==> src/rtl/pport_seq_pkg.sv <==
// Package: shared types and constants for the parallel-port register sequencer.
// Assumes 8-bit port registers and a 7-bit index with a one-bit bank select.
package pport_seq_pkg;

    localparam int STEP_W   = 4;
    localparam int MAX_MODE = 2;

    localparam logic [7:0] KEY_NIB  = 8'h39;
    localparam logic [7:0] KEY_SPL  = 8'h31;
    localparam logic [7:0] KEY_BYTE = 8'h29;
    localparam logic [7:0] KEY_WR   = 8'h19;

    typedef enum logic [1:0] {S_IDLE, S_RUN, S_ACK} seq_state_e;

    typedef enum logic [2:0] {K_DATA, K_CTRL, K_SAMP_A, K_SAMP_B, K_END} step_kind_e;

    typedef enum logic [1:0] {DS_ADDR, DS_ADDR_LO, DS_ADDR_HI, DS_WDATA} data_src_e;

    typedef enum logic [1:0] {SS_STATUS, SS_CTRLIN, SS_DATAIN} samp_src_e;

    typedef struct packed {
        step_kind_e kind;
        data_src_e  dsrc;
        samp_src_e  ssrc;
        logic [7:0] ctrl;
    } step_t;

    // True for the mode codes this engine knows how to sequence.
    function automatic logic mode_ok(input logic [2:0] m);
        return m <= 3'(MAX_MODE);
    endfunction

    // Address scramble key for a given mode and direction.
    function automatic logic [7:0] addr_key(input logic [2:0] m, input logic wr);
        if (wr)          return KEY_WR;
        else if (m == 0) return KEY_NIB;
        else if (m == 1) return KEY_SPL;
        else             return KEY_BYTE;
    endfunction

endpackage

==> src/rtl/pport_step_rom.sv <==
// Step table: maps (mode, direction, step number) to one port action.
// Assumes the caller only presents supported modes; anything else yields END.
module pport_step_rom
    import pport_seq_pkg::*;
(
    input  logic [2:0]        mode_i,
    input  logic              write_i,
    input  logic [STEP_W-1:0] idx_i,
    output step_t             step_o
);

    function automatic step_t mk(input step_kind_e k, input data_src_e d,
                                 input samp_src_e s, input logic [7:0] c);
        step_t t;
        t.kind = k;
        t.dsrc = d;
        t.ssrc = s;
        t.ctrl = c;
        return t;
    endfunction

    // Decode the step list for the current access.
    always_comb begin
        int unsigned k;
        k = int'(idx_i);
        step_o = mk(K_END, DS_ADDR, SS_STATUS, 8'h00);
        if (write_i) begin
            case (k)
                0: step_o = mk(K_DATA, DS_ADDR,  SS_STATUS, 8'h00);
                1: step_o = mk(K_CTRL, DS_ADDR,  SS_STATUS, 8'h01);
                2: step_o = mk(K_DATA, DS_WDATA, SS_STATUS, 8'h00);
                3: step_o = mk(K_CTRL, DS_ADDR,  SS_STATUS, 8'h03);
                4: step_o = mk(K_CTRL, DS_ADDR,  SS_STATUS, 8'h04);
                default: ;
            endcase
        end else if (mode_i == 3'd0) begin
            case (k)
                0: step_o = mk(K_DATA,   DS_ADDR, SS_STATUS, 8'h00);
                1: step_o = mk(K_CTRL,   DS_ADDR, SS_STATUS, 8'h01);
                2: step_o = mk(K_CTRL,   DS_ADDR, SS_STATUS, 8'h03);
                3: step_o = mk(K_DATA,   DS_ADDR, SS_STATUS, 8'h00);
                4: step_o = mk(K_SAMP_A, DS_ADDR, SS_STATUS, 8'h00);
                5: step_o = mk(K_CTRL,   DS_ADDR, SS_STATUS, 8'h01);
                6: step_o = mk(K_SAMP_B, DS_ADDR, SS_STATUS, 8'h00);
                7: step_o = mk(K_CTRL,   DS_ADDR, SS_STATUS, 8'h04);
                default: ;
            endcase
        end else if (mode_i == 3'd1) begin
            case (k)
                0: step_o = mk(K_DATA,   DS_ADDR,    SS_STATUS, 8'h00);
                1: step_o = mk(K_CTRL,   DS_ADDR,    SS_STATUS, 8'h01);
                2: step_o = mk(K_DATA,   DS_ADDR_LO, SS_STATUS, 8'h00);
                3: step_o = mk(K_CTRL,   DS_ADDR,    SS_STATUS, 8'h03);
                4: step_o = mk(K_CTRL,   DS_ADDR,    SS_STATUS, 8'h05);
                5: step_o = mk(K_DATA,   DS_ADDR_HI, SS_STATUS, 8'h00);
                6: step_o = mk(K_SAMP_A, DS_ADDR,    SS_STATUS, 8'h00);
                7: step_o = mk(K_SAMP_B, DS_ADDR,    SS_CTRLIN, 8'h00);
                8: step_o = mk(K_CTRL,   DS_ADDR,    SS_STATUS, 8'h04);
                default: ;
            endcase
        end else if (mode_i == 3'd2) begin
            case (k)
                0: step_o = mk(K_DATA,   DS_ADDR, SS_STATUS, 8'h00);
                1: step_o = mk(K_CTRL,   DS_ADDR, SS_STATUS, 8'h01);
                2: step_o = mk(K_CTRL,   DS_ADDR, SS_STATUS, 8'h21);
                3: step_o = mk(K_CTRL,   DS_ADDR, SS_STATUS, 8'h23);
                4: step_o = mk(K_SAMP_A, DS_ADDR, SS_DATAIN, 8'h00);
                5: step_o = mk(K_CTRL,   DS_ADDR, SS_STATUS, 8'h04);
                default: ;
            endcase
        end
    end

endmodule

==> src/rtl/pport_hold_timer.sv <==
// Hold timer: counts 0..limit repeatedly while running, flagging the first
// and last cycle of each step window. Assumes limit is stable while running.
module pport_hold_timer #(
    parameter int CNT_W = 4
) (
    input  logic             clk,
    input  logic             rst_n,
    input  logic             run_i,
    input  logic [CNT_W-1:0] limit_i,
    output logic             first_o,
    output logic             last_o
);

    logic [CNT_W-1:0] cnt_q;

    // Step window counter, cleared whenever the sequencer is not running.
    always_ff @(posedge clk) begin
        if (!rst_n || !run_i) cnt_q <= '0;
        else if (last_o)      cnt_q <= '0;
        else                  cnt_q <= cnt_q + 1'b1;
    end

    assign first_o = (cnt_q == '0);
    assign last_o  = (cnt_q == limit_i);

    p_cnt_bound_r7: assert property (@(posedge clk) disable iff (!rst_n)
        run_i |-> cnt_q <= limit_i)
        else $error("hold counter ran past its limit");

endmodule

==> src/rtl/pport_byte_join.sv <==
// Byte assembly: rebuilds the read byte from the two captured samples
// according to the transfer mode. Purely combinational.
module pport_byte_join (
    input  logic [2:0] mode_i,
    input  logic [7:0] samp_a_i,
    input  logic [7:0] samp_b_i,
    output logic [7:0] byte_o
);

    // Select the fragment layout for the mode.
    always_comb begin
        case (mode_i)
            3'd0:    byte_o = {samp_b_i[7:4], samp_a_i[7:4]};
            3'd1:    byte_o = {samp_b_i[3:1], samp_a_i[7:3]};
            default: byte_o = samp_a_i;
        endcase
    end

endmodule

==> src/rtl/pport_reg_seq.sv <==
// Top: accepts a register access request, plays the mode's step list on the
// parallel port with a hold window per step, and returns the read byte.
// Assumes a four-phase request/acknowledge handshake from the requester.
module pport_reg_seq
    import pport_seq_pkg::*;
#(
    parameter int HOLD_W = 4
) (
    input  logic              clk,
    input  logic              rst_n,
    input  logic              req_i,
    input  logic [2:0]        req_mode_i,
    input  logic              req_write_i,
    input  logic              req_bank_i,
    input  logic [6:0]        req_index_i,
    input  logic [7:0]        req_wdata_i,
    input  logic [HOLD_W-1:0] hold_cycles_i,
    output logic              ack_o,
    output logic [7:0]        rdata_o,
    output logic              err_o,
    output logic [7:0]        pd_out_o,
    output logic              pd_oe_o,
    input  logic [7:0]        pd_in_i,
    output logic [7:0]        pc_out_o,
    input  logic [7:0]        pc_in_i,
    input  logic [7:0]        ps_in_i
);

    localparam logic [7:0] CTRL_REST = 8'h04;
    localparam int         DIR_BIT   = 5;

    seq_state_e        state_q;
    logic [2:0]        mode_q;
    logic              wr_q;
    logic [7:0]        addr_raw_q;
    logic [7:0]        wdata_q;
    logic [HOLD_W-1:0] hold_q;
    logic [STEP_W-1:0] idx_q;
    logic [7:0]        pd_q, pc_q;
    logic [7:0]        samp_a_q, samp_b_q;
    logic [7:0]        rdata_q;
    logic              err_q;

    step_t      step;
    logic       running, win_first, win_last, do_step;
    logic [7:0] addr_x, dval, sval, joined;

    pport_step_rom i_rom (
        .mode_i  (mode_q),
        .write_i (wr_q),
        .idx_i   (idx_q),
        .step_o  (step)
    );

    pport_hold_timer #(.CNT_W(HOLD_W)) i_timer (
        .clk     (clk),
        .rst_n   (rst_n),
        .run_i   (running),
        .limit_i (hold_q),
        .first_o (win_first),
        .last_o  (win_last)
    );

    pport_byte_join i_join (
        .mode_i   (mode_q),
        .samp_a_i (samp_a_q),
        .samp_b_i (samp_b_q),
        .byte_o   (joined)
    );

    assign running = (state_q == S_RUN);
    assign do_step = running && win_first;
    assign addr_x  = addr_raw_q ^ addr_key(mode_q, wr_q);

    // Value driven on the data lines by a data step.
    always_comb begin
        case (step.dsrc)
            DS_ADDR:    dval = addr_x;
            DS_ADDR_LO: dval = addr_x & 8'h37;
            DS_ADDR_HI: dval = addr_x | 8'hF0;
            default:    dval = wdata_q;
        endcase
    end

    // Input lines captured by a sample step.
    always_comb begin
        case (step.ssrc)
            SS_CTRLIN: sval = pc_in_i;
            SS_DATAIN: sval = pd_in_i;
            default:   sval = ps_in_i;
        endcase
    end

    // Request capture, step execution and completion.
    always_ff @(posedge clk) begin
        if (!rst_n) begin
            state_q    <= S_IDLE;
            mode_q     <= '0;
            wr_q       <= 1'b0;
            addr_raw_q <= '0;
            wdata_q    <= '0;
            hold_q     <= '0;
            idx_q      <= '0;
            pd_q       <= '0;
            pc_q       <= CTRL_REST;
            samp_a_q   <= '0;
            samp_b_q   <= '0;
            rdata_q    <= '0;
            err_q      <= 1'b0;
        end else begin
            case (state_q)
                S_IDLE: if (req_i) begin
                    mode_q     <= req_mode_i;
                    wr_q       <= req_write_i;
                    addr_raw_q <= {req_bank_i, req_index_i};
                    wdata_q    <= req_wdata_i;
                    hold_q     <= hold_cycles_i;
                    idx_q      <= '0;
                    if (mode_ok(req_mode_i)) begin
                        state_q <= S_RUN;
                    end else begin
                        state_q <= S_ACK;
                        rdata_q <= 8'hFF;
                        err_q   <= 1'b1;
                    end
                end
                S_RUN: begin
                    if (do_step) begin
                        case (step.kind)
                            K_DATA:   pd_q     <= dval;
                            K_CTRL:   pc_q     <= step.ctrl;
                            K_SAMP_A: samp_a_q <= sval;
                            K_SAMP_B: samp_b_q <= sval;
                            default: begin
                                state_q <= S_ACK;
                                rdata_q <= wr_q ? 8'h00 : joined;
                                err_q   <= 1'b0;
                            end
                        endcase
                    end
                    if (win_last) idx_q <= idx_q + 1'b1;
                end
                default: if (!req_i) state_q <= S_IDLE;
            endcase
        end
    end

    assign ack_o    = (state_q == S_ACK);
    assign rdata_o  = rdata_q;
    assign err_o    = err_q;
    assign pd_out_o = pd_q;
    assign pc_out_o = pc_q;
    assign pd_oe_o  = ~pc_q[DIR_BIT];

    p_port_hold_r7: assert property (@(posedge clk) disable iff (!rst_n)
        !do_step |=> $stable(pd_q) && $stable(pc_q))
        else $error("port changed outside a step start");

    p_din_dir_r8: assert property (@(posedge clk) disable iff (!rst_n)
        (do_step && step.kind == K_SAMP_A && step.ssrc == SS_DATAIN) |-> pc_q[DIR_BIT])
        else $error("data lines sampled while still driven");

    p_err_byte_r9: assert property (@(posedge clk) disable iff (!rst_n)
        err_q |-> rdata_q == 8'hFF)
        else $error("error completion without 0xFF");

    p_ack_hold_r10: assert property (@(posedge clk) disable iff (!rst_n)
        (ack_o && req_i) |=> ack_o)
        else $error("acknowledge dropped while request high");

    p_ack_cause_r10: assert property (@(posedge clk) disable iff (!rst_n)
        $rose(ack_o) |-> $past(req_i))
        else $error("acknowledge without request");

endmodule

==> config.mk <==
export PLATFORM = sky130hd
export DESIGN_NAME = pport_reg_seq
export DESIGN_NICKNAME = d
export VERILOG_FILES = /design/src/rtl/pport_seq_pkg.sv /design/src/rtl/pport_step_rom.sv /design/src/rtl/pport_hold_timer.sv /design/src/rtl/pport_byte_join.sv /design/src/rtl/pport_reg_seq.sv
export SDC_FILE = /design/constraint.sdc
export NUM_CORES = 1
export LEC_CHECK = 0
export ABC_AREA = 1
export BUFFER_PORTS_ARGS = -buffer_cell sky130_fd_sc_hd__buf_2
export CAP_MARGIN = 20
export CORE_UTILIZATION = 56
export DETAILED_ROUTE_END_ITERATION = 8
export MAX_ROUTING_LAYER = met4
export PLACE_DENSITY = 0.81
export SLEW_MARGIN = 10
export SYNTH_ARGS = -nofsm -noshare
export SYNTH_HDL_FRONTEND = slang
export SYNTH_HIERARCHICAL = 1
export SYNTH_SLANG_ARGS = --single-unit
==> constraint.sdc <==
create_clock -name clk -period 2.4 [get_ports clk]
set_clock_uncertainty 0.1 [all_clocks]
set_input_delay 0.24 -clock clk [delete_from_list [all_inputs] [get_ports clk]]
set_output_delay 0.24 -clock clk [all_outputs]
set_load 0.05 [all_outputs]
==> out/results.ini <==
[outcome]
status=complete, no violations

[floorplan]
fp.coreArea_um2=6830
start_util_pct=58.3
dieHeight_um=86.3
num_rows=30
die-area_um2=7450
io-pin-count=78
die_w_um=86.3

[sta]
slew_viol_final=0
setup_tns_ns=0
setup_viol=0
hold_violations=0
relSlewSlack_pct=58.9
min_period_over_period_pct=92.0
finalCriticalPeriod_ns=2.21
worstMarginPinSlew_ns=0.616
rsz0062_at_grt=false
worst_slack_ns=0.192
fmax_ghz=0.453

[pwr]
cellPowerDensity_nw_per_um2=993
p_leak_nw=2.33
finalPower_mw=4.63
switching_share_pct=43.4
internal_power_mw=2.62
p_sw_mw=2.01
sequentialPowerShare_pct=36.0
pwr-share-comb_pct=40.9
max-vdd-ir-drop_mv=0.699
p_clk_share_pct=23.1

[layout]
n_fill_cell=671
layout.nets=757
final_cell_area_um2=4660
layout-drive-gt1-share_pct=19.4
diodes=0
syn2layout_area_growth_pct=17.1

[setup_path]
critPathKind=reg -> reg
cpMostUsedCell=nor2_1
cp_slowest_cell=ha_1
required_ns=2.57
cp_max_fo=9
cpLargestDelayFamily=simple AND/OR/NAND/NOR gates
endpoint_kind=flop
start_kind=flop
arrival_ns=2.38
cp.buffers_inverters=3
path_cells=inv_1, nor2_2, nand2_1, nor3_2, inv_1, ha_1, inv_2, nor2_1, a21oi_1, nor2_1, nor2_1
max_stage_delay_ns=0.41

[global_route]
antenna_found_initial=0
grt_pass1_vias=3739
grt-ovfl-total=0
grt_max_degree=26
grt_pass1_wl_mm=15.6
groute.usage.overall_pct=27.4

[clock_tree]
path_clk_slew_ns=0.08
cts_max_path_buffers=2
cts_sinks=74
cts-root-buf=clkbuf_8
htreeDepth=3
insertion_delay_ns=0.35
cts_tree=built
cts_made_buffers=9
hold_buffers=0
postCtsSetupRepairBufs=0

[synth]
syn_inst=625
yosysWarnings=6
postSynthAreaPerCell_um2=6.37
syn_area_um2=3980

[detailed_routing]
drtIter0Drc=130
drc=0
vias=4020
ant_nets=0
routed_wl_mm=9.38
post_drt_wl_per_cell_um=11.7
dr.pass1.iters=4
viasPerCell=5.01

[placement]
place.detailed.hpwl_mm=6.92
gp_congestion=0.855
dp_slack_ns=0.0729
port_buffers=77
dpl_cell_area_um2=4430

[worst_hold_path]
hold_class=in -> reg

[flow_run]
maxCapViolCount=0

[sequential cells by signal, summed over array words and instances, names as in the netlist]
signal	flops
mode_q	3
pc_out_o	8
samp_a_q	8
samp_b_q	7
state_q	2
wdata_q	8
err_o	1
hold_q	4
wr_q	1
addr_raw_q	8
rdata_o	8
i_timer/cnt_q	4
pd_out_o	8
idx_q	4
[cells in the final DEF (no fill, tap or decap), types with 7 or more instances in the layout]
cell / instances
nor2_1: 140
inv_2: 7
nand2_1: 143
dfxtp_1: 69
buf_4: 10
clkbuf_8: 9
inv_1: 63
nand3_1: 46
o21ai_0: 46
buf_2: 77
a21oi_1: 40
[power groups by stage]
stage / Combinational (mW) / Sequential, mW / Clock, mW
finish: 1.89 / 1.67 / 1.07
global route: 2.12 / 1.70 / 1.13
CTS: 1.90 / 1.66 / 1.08
detailed placement: 1.89 / 1.69 / 0
global placement: 1.85 / 1.68 / 0
floorplan: 1.11 / 2.06 / 0
[path summary, 6_finish.rpt]
check	startpoint	endpoint	slack, ns	cells after the start
worst max-delay path	idx_q[2]	samp_b_q[4]	0.19	11
worst min-delay path	req_wdata_i[2]	wdata_q[2]	0.03	3
worst max register to register	idx_q[2]	samp_b_q[4]	0.19	11
worst min register to register	addr_raw_q[7]	addr_raw_q[7]	0.36	2
[area by class of cell]
cell class | instances | area, um^2 | area share, %
multi-input combinational | 459 | 2110 | 45.3
sequential | 74 | 1490 | 31.9
timing repair buffer | 87 | 460 | 9.88
inverter | 70 | 263 | 5.64
clock buffer | 10 | 128 | 2.74
tap | 96 | 120 | 2.58
clock inverter | 6 | 90.1 | 1.93
[routing by layer]
| layer | share of wire, % | GRT usage [%] |
|---|---|---|
| met5 | 0 | - |
| met4 | 3.1 | 12.9 |
| met3 | 3.5 | 5.62 |
| met2 | 50 | 47.0 |
| met1 | 43 | 30.4 |
[what timing repair did]
action | in CTS | in global routing
resized for setup | 1 | 8
setup endpoints to repair | 1 | 31
gates cloned | 0 | 0
[worst min-delay path: cells and delay by family]
family	cells	cell delay, ns
and+or+nand+nor	1	0.07
buffers and inverters	1	0.07
AOI/OAI and AO/OA	1	0.07
[metrics by stage]
| stage | hold slack (ns) | utilization [%] | instances |
|---|---|---|---|
| 2_1_floorplan | 0.279 | - | 628 |
| 3_3_place_gp | 0.345 | 64.8 | 786 |
| 3_5_place_dp | 0.349 | 64.8 | 786 |
| 4_1_cts | 0.0253 | 68.0 | 802 |
| 5_1_grt | 0.0262 | 68.2 | 802 |
| 6_report | 0.0324 | 68.2 | 802 |
Note: power is estimated with default switching activity, not from simulation.
